## src/rtl/rxf_pkg.sv

```systemverilog
package rxf_pkg;
  localparam int unsigned BYTE_W = 8;

  function automatic int unsigned lanes_for(input int unsigned n);
    return (n + BYTE_W - 1) / BYTE_W;
  endfunction
endpackage

```

## src/rtl/rxf_flag_bank.sv

```systemverilog
module rxf_flag_bank #(
  parameter int unsigned N = 16
) (
  input  logic         clk_i,
  input  logic         rst_ni,
  input  logic [N-1:0] set_i,
  input  logic [N-1:0] clr_i,
  input  logic [N-1:0] keep_i,
  output logic [N-1:0] flags_o,
  output logic         cleared_any_o,
  output logic         next_nonempty_o
);
  logic [N-1:0] flags_q, flags_d, cleared;

  // set wins over clear; transmit-direction bits are dropped
  always_comb begin
    cleared = clr_i & flags_q & ~set_i & keep_i;
    flags_d = ((flags_q & ~clr_i) | set_i) & keep_i;
  end

  always_ff @(posedge clk_i or negedge rst_ni) begin
    if (!rst_ni) flags_q <= '0;
    else         flags_q <= flags_d;
  end

  assign flags_o         = flags_q;
  assign cleared_any_o   = |cleared;
  assign next_nonempty_o = |flags_d;

  assert_set_wins_R8: assert property (@(posedge clk_i) disable iff (!rst_ni)
    (set_i != '0) |=> ((flags_q & $past(set_i)) == $past(set_i)));

  assert_tx_dropped_R3: assert property (@(posedge clk_i) disable iff (!rst_ni)
    (keep_i != '1) |=> ((flags_q & ~$past(keep_i)) == '0));

  assert_clear_only_ones_R6: assert property (@(posedge clk_i) disable iff (!rst_ni)
    (clr_i == '0 && keep_i == '1) |=> ((flags_q & $past(flags_q)) == $past(flags_q)));
endmodule

```

## src/rtl/rxf_irq_pulse.sv

```systemverilog
module rxf_irq_pulse (
  input  logic clk_i,
  input  logic rst_ni,
  input  logic was_empty_i,
  input  logic set_any_i,
  input  logic cleared_any_i,
  input  logic next_nonempty_i,
  output logic irq_o
);
  logic fire;

  // one registered bit: several conditions in a cycle merge into one pulse
  assign fire = (was_empty_i & set_any_i) | (cleared_any_i & next_nonempty_i);

  always_ff @(posedge clk_i or negedge rst_ni) begin
    if (!rst_ni) irq_o <= 1'b0;
    else         irq_o <= fire;
  end

  assert_no_pulse_busy_R5: assert property (@(posedge clk_i) disable iff (!rst_ni)
    (!was_empty_i && !cleared_any_i) |=> !irq_o);

  assert_no_pulse_quiet_R4: assert property (@(posedge clk_i) disable iff (!rst_ni)
    (!set_any_i && !cleared_any_i) |=> !irq_o);

  assert_no_pulse_empty_R7: assert property (@(posedge clk_i) disable iff (!rst_ni)
    (!next_nonempty_i) |=> !irq_o);
endmodule

```

## src/rtl/rx_irq_flags.sv

```systemverilog
module rx_irq_flags #(
  parameter int unsigned NUM_MBOX = 16,
  localparam int unsigned BW      = rxf_pkg::BYTE_W,
  localparam int unsigned LANES   = rxf_pkg::lanes_for(NUM_MBOX),
  localparam int unsigned ADDR_W  = (LANES > 1) ? $clog2(LANES) : 1
) (
  input  logic                clk_i,
  input  logic                rst_ni,
  input  logic [NUM_MBOX-1:0] rx_done_i,
  input  logic [NUM_MBOX-1:0] dir_tx_i,
  input  logic [NUM_MBOX-1:0] mask_i,
  input  logic                wr_en_i,
  input  logic [ADDR_W-1:0]   addr_i,
  input  logic [BW-1:0]       wdata_i,
  output logic [BW-1:0]       rdata_o,
  output logic                irq_o
);
  localparam int unsigned PAD_W = LANES * BW;

  logic [NUM_MBOX-1:0] set_vec, clr_vec, keep_vec, flags;
  logic [PAD_W-1:0]    clr_pad, flags_pad;
  logic [BW-1:0]       lane_rd [LANES];
  logic                cleared_any, next_nonempty;

  assign keep_vec = ~dir_tx_i;
  assign set_vec  = rx_done_i & mask_i & keep_vec;

  for (genvar b = 0; b < LANES; b++) begin : g_lane
    assign clr_pad[b*BW +: BW] = (wr_en_i && addr_i == ADDR_W'(b)) ? wdata_i : '0;
    assign lane_rd[b]          = flags_pad[b*BW +: BW];
  end

  assign clr_vec   = clr_pad[NUM_MBOX-1:0];
  assign flags_pad = PAD_W'(flags & keep_vec);

  always_comb begin
    rdata_o = '0;
    for (int b = 0; b < LANES; b++)
      if (addr_i == ADDR_W'(b)) rdata_o = lane_rd[b];
  end

  rxf_flag_bank #(.N(NUM_MBOX)) u_bank (
    .clk_i           (clk_i),
    .rst_ni          (rst_ni),
    .set_i           (set_vec),
    .clr_i           (clr_vec),
    .keep_i          (keep_vec),
    .flags_o         (flags),
    .cleared_any_o   (cleared_any),
    .next_nonempty_o (next_nonempty)
  );

  rxf_irq_pulse u_pulse (
    .clk_i           (clk_i),
    .rst_ni          (rst_ni),
    .was_empty_i     (flags == '0),
    .set_any_i       (set_vec != '0),
    .cleared_any_i   (cleared_any),
    .next_nonempty_i (next_nonempty),
    .irq_o           (irq_o)
  );

  assert_irq_has_flags_R4: assert property (@(posedge clk_i) disable iff (!rst_ni)
    irq_o |-> (flags != '0));

  assert_masked_ignored_R2: assert property (@(posedge clk_i) disable iff (!rst_ni)
    (wr_en_i == 1'b0) |=> ((flags & ~$past(flags) & ~$past(mask_i)) == '0));
endmodule

```

## config.mk

```make
export PLATFORM = sky130hd
export DESIGN_NAME = rx_irq_flags
export DESIGN_NICKNAME = d
export VERILOG_FILES = /design/src/rtl/rxf_pkg.sv /design/src/rtl/rxf_flag_bank.sv /design/src/rtl/rxf_irq_pulse.sv /design/src/rtl/rx_irq_flags.sv
export SDC_FILE = /design/constraint.sdc
export NUM_CORES = 1
export LEC_CHECK = 0
export BUFFER_PORTS_ARGS = -buffer_cell sky130_fd_sc_hd__buf_2
export CAP_MARGIN = 20
export CORE_ASPECT_RATIO = 0.8
export CORE_MARGIN = 1
export CORE_UTILIZATION = 40
export DETAILED_ROUTE_END_ITERATION = 10
export GPL_TIMING_DRIVEN = 0
export PLACE_DENSITY_LB_ADDON = 0.2
export SLEW_MARGIN = 10
export SYNTH_ARGS = -nofsm -noshare
export SYNTH_HDL_FRONTEND = slang
export SYNTH_SLANG_ARGS = --single-unit
```

## constraint.sdc

```tcl
create_clock -name clk_i -period 5.17 [get_ports clk_i]
set_input_delay 1.034 -clock clk_i [delete_from_list [all_inputs] [get_ports clk_i]]
set_output_delay 1.034 -clock clk_i [all_outputs]
set_load 0.01 [all_outputs]
```

==> results.yml <==
run_status:
  outcome: "complete, no violations"
power_and_ir_drop:
  power_mw: 0.348
  p_comb_share_pct: 27.5
  internal_power_mw: 0.242
  vdd_ir_drop_max_uv: 143
  switching_share_pct: 30.3
  p_switching_mw: 0.105
  pwr-share-clk_pct: 28.9
  powerDensity_nw_per_um2: 204
  seq_power_share_pct: 43.6
  cellLeakagePower_nw: 0.813
cells_and_area:
  area_delta_synth_final_pct: 34.0
  final_layout_size_suffix_gt1_share_pct: 33.3
  nFillCells: 309
  multi_input_area_um2: 817
  final_util_pct: 59.0
  seq_area_um2: 425
  fin_area_um2: 1710
  num-nets-final: 292
  diodes: 0
worst_setup_path:
  cp_slowest_stage_delay_ns: 0.42
  rr_worst_depth: 6
  arrival_ns: 2.35
  path_class: "primary input to output port"
  slowest_stage: "clkbuf_1"
  required_ns: 4.14
  critPathMaxFanout: 10
  endpoint_kind: "output port"
  setup.worst_path.start_class: "primary input"
  critPathTopFamily: "buffers and inverters"
  critPathBufInv: 4
  cp_num_cells: 6
  path_cells: "buf_2 > clkbuf_1 > clkbuf_1 > nand3b_1 > o21ai_0 > buf_2"
die:
  ios: 69
  floorplan.initialDensity_pct: 44.0
  core_area_um2: 2890
  die_w_um: 65.1
  die-height_um: 52.4
  dieArea_um2: 3410
  row_count: 17
sta:
  setup_viol: 0
  hold_violations: 0
  maxSlewHeadroom_pct: 66.9
  finalCritPeriodShare_pct: 65.4
  tns_ns: 0
  layout_min_cycle_time_ns: 3.38
  tightest_slew_ns: 0.497
  worst_slack_ns: 1.79
  grt_setup_unrepaired: "false"
  fmax_ghz: 0.296
  finalMaxSlewViolations: 0
  skew_ns: 0.00342
hold_path:
  min_path_cells: 2
  hp-class: "flip-flop to flip-flop"
clock_network:
  clk_latency_ns: 0.25
  cts_resized: 0
  htree_levels: 1
  cts_root_buf: "clkbuf_8"
  cts_buffer_depth: 2
  path_clk_slew_ns: 0.07
  clock_sinks: 17
  numCtsBuffers: 3
  post_cts_buffers: 0
  hold_buffers: 0
  cts_tree: "yes"
yosys:
  synth_warnings: 0
  synth_top_family_by_area: "simple AND/OR/NAND/NOR gates"
  synth.mux.area_fraction_pct: 1.57
  synth-adder-area-share_pct: 0
  syn_nets: 219
  synthFlopType: "dfrtp_1"
  async_flop_share_pct: 100
  ys_seq_area_share_pct: 33.4
  synth_area_um2: 1270
  ys_types: 31
  synth-edff-count: 0
  synth-compound-area-share_pct: 24.7
  synth_seq_cells: 17
  synthXorXnorAreaFrac_pct: 0
  yosys.area_share.simple_pct: 38.0
  syn_inst: 159
  syn_area_per_cell_um2: 8.00
placement:
  place_congestion: 0.886
  pre_cts_ws_ns: 1.77
  io_buffer_count: 68
  placed_cell_area_um2: 1660
  dpl.hpwl_mm: 3.32
route:
  drt_first_pass_iters: 5
  ant_nets: 0
  drt-total-wl_mm: 4.12
  drt_iter0_markers: 91
  routed_via_density: 5.80
  vias: 1559
  routedWlPerCell_um: 15.3
  drc_errors: 0
global_route:
  grt_max_degree: 18
  grt_pass1_wl_mm: 6.47
  antenna_found_initial: 0
  grt_pass1_vias: 1395
  overflow: 0
  gr-usage-all-layers_pct: 25.5
run:
  drv_cap: 0
[final cells by class]
class                   instances  area share [%]
multi-input cells             136            47.9
flip-flops and latches         17            24.9
repair buffers                 68            20.0
well taps                      38            2.79
clock buffers                   4            2.64
plain buffers                   4            1.32
inverters                       2           0.440
[worst reg2reg max path, cell delays in order (launching register included)]
cell      delay, ns
dfrtp_1        0.38
nor2b_1        0.15
a21boi_1       0.15
or4_1          0.55
nor4_1         0.19
nand3_1        0.11
a31o_1         0.24
[worst paths after layout]
check | from | endpoint | slack (ns)
worst max-delay path | addr_i | rdata_o[3] | 1.79
worst min-delay path | u_bank.flags_o[15] | u_bank.flags_o[15] | 0.57
worst max register to register | u_bank.flags_o[14] | u_pulse.irq_o | 3.29
worst min register to register | u_bank.flags_o[15] | u_bank.flags_o[15] | 0.57
max in group asynchronous | rst_ni | u_bank.flags_o[1] | 4.18
min in group asynchronous | rst_ni | u_bank.flags_o[5] | 0.70
[per-layer routing]
metal / vias to the layer above / GRT usage [%] / part of all wire (%)
met2: 79 / 40.5 / 43
met5: - / 0 / 0
met3: 2 / 5.00 / 9.7
met4: 0 / 4.71 / 0.51
met1: 730 / 36.0 / 47
li1: 748 / - / -
[cell usage after synthesis (3+ instances only)]
cell type  number  area (µm²)
nand2_1        26        97.6
a21oi_1        18        90.1
dfrtp_1        17         425
nand2b_1       11        68.8
nand4b_1       10        87.6
nand3b_1        8        60.1
o21ai_0         8        40.0
nand3_1         7        35.0
nor4_1          6        37.5
o22ai_1         6        37.5
nor2_1          5        18.8
a21bo_2         4        40.0
nand4_1         3        18.8
nor2b_1         3        18.8
o21bai_1        3        22.5
or4_1           3        22.5
[logic make-up (layout without fill, tap and decap cells)]
kind of cell	count (synthesis)	after routing
and+or+nand+nor	85	85
AOI/OAI and AO/OA	49	49
muxes	2	2
DFF	17	17
buffers and inverters	6	78
[power groups by stage]
stage	registers, mW	clock network [mW]	logic [mW]
2_1_floorplan	0.151	0	0.0471
3_3_place_gp	0.154	0	0.0936
3_5_place_dp	0.154	0	0.0943
4_1_cts	0.151	0.101	0.0947
5_1_grt	0.153	0.105	0.106
6_report	0.152	0.101	0.0958
[sequential cells by signal, indices dropped and copies added, names as in the netlist]
signal          count
u_bank.flags_o     16
u_pulse.irq_o       1
[stage by stage]
| step | hold WS (ns) | instances |
|---|---|---|
| after floorplan | 0.506 | 159 |
| after global placement | 0.554 | 265 |
| after detailed placement | 0.550 | 265 |
| after CTS | 0.560 | 269 |
| after global routing | 0.594 | 269 |
| final | 0.569 | 269 |
[placed cells by master (no fill, tap or decap), types with 2 or more instances in the layout]
cell,synthesis,routed
mux2i_1,2,2
dfrtp_1,17,17
inv_1,2,2
a211o_1,2,2
or4_1,3,3
nor2b_1,3,3
nand4_1,3,3
o22ai_1,6,6
buf_4,2,2
a21oi_1,18,18
nor2_1,5,5
a311oi_1,2,2
a21bo_2,4,4
nor4_1,6,6
clkbuf_8,0,3
o21ai_0,8,8
clkbuf_1,2,3
nand2_1,26,26
nand4b_1,10,10
nand3_1,7,7
buf_2,0,68
o21bai_1,3,3
nand2b_1,11,11
nand3b_1,8,8
Power figures use the tool's default switching activity.
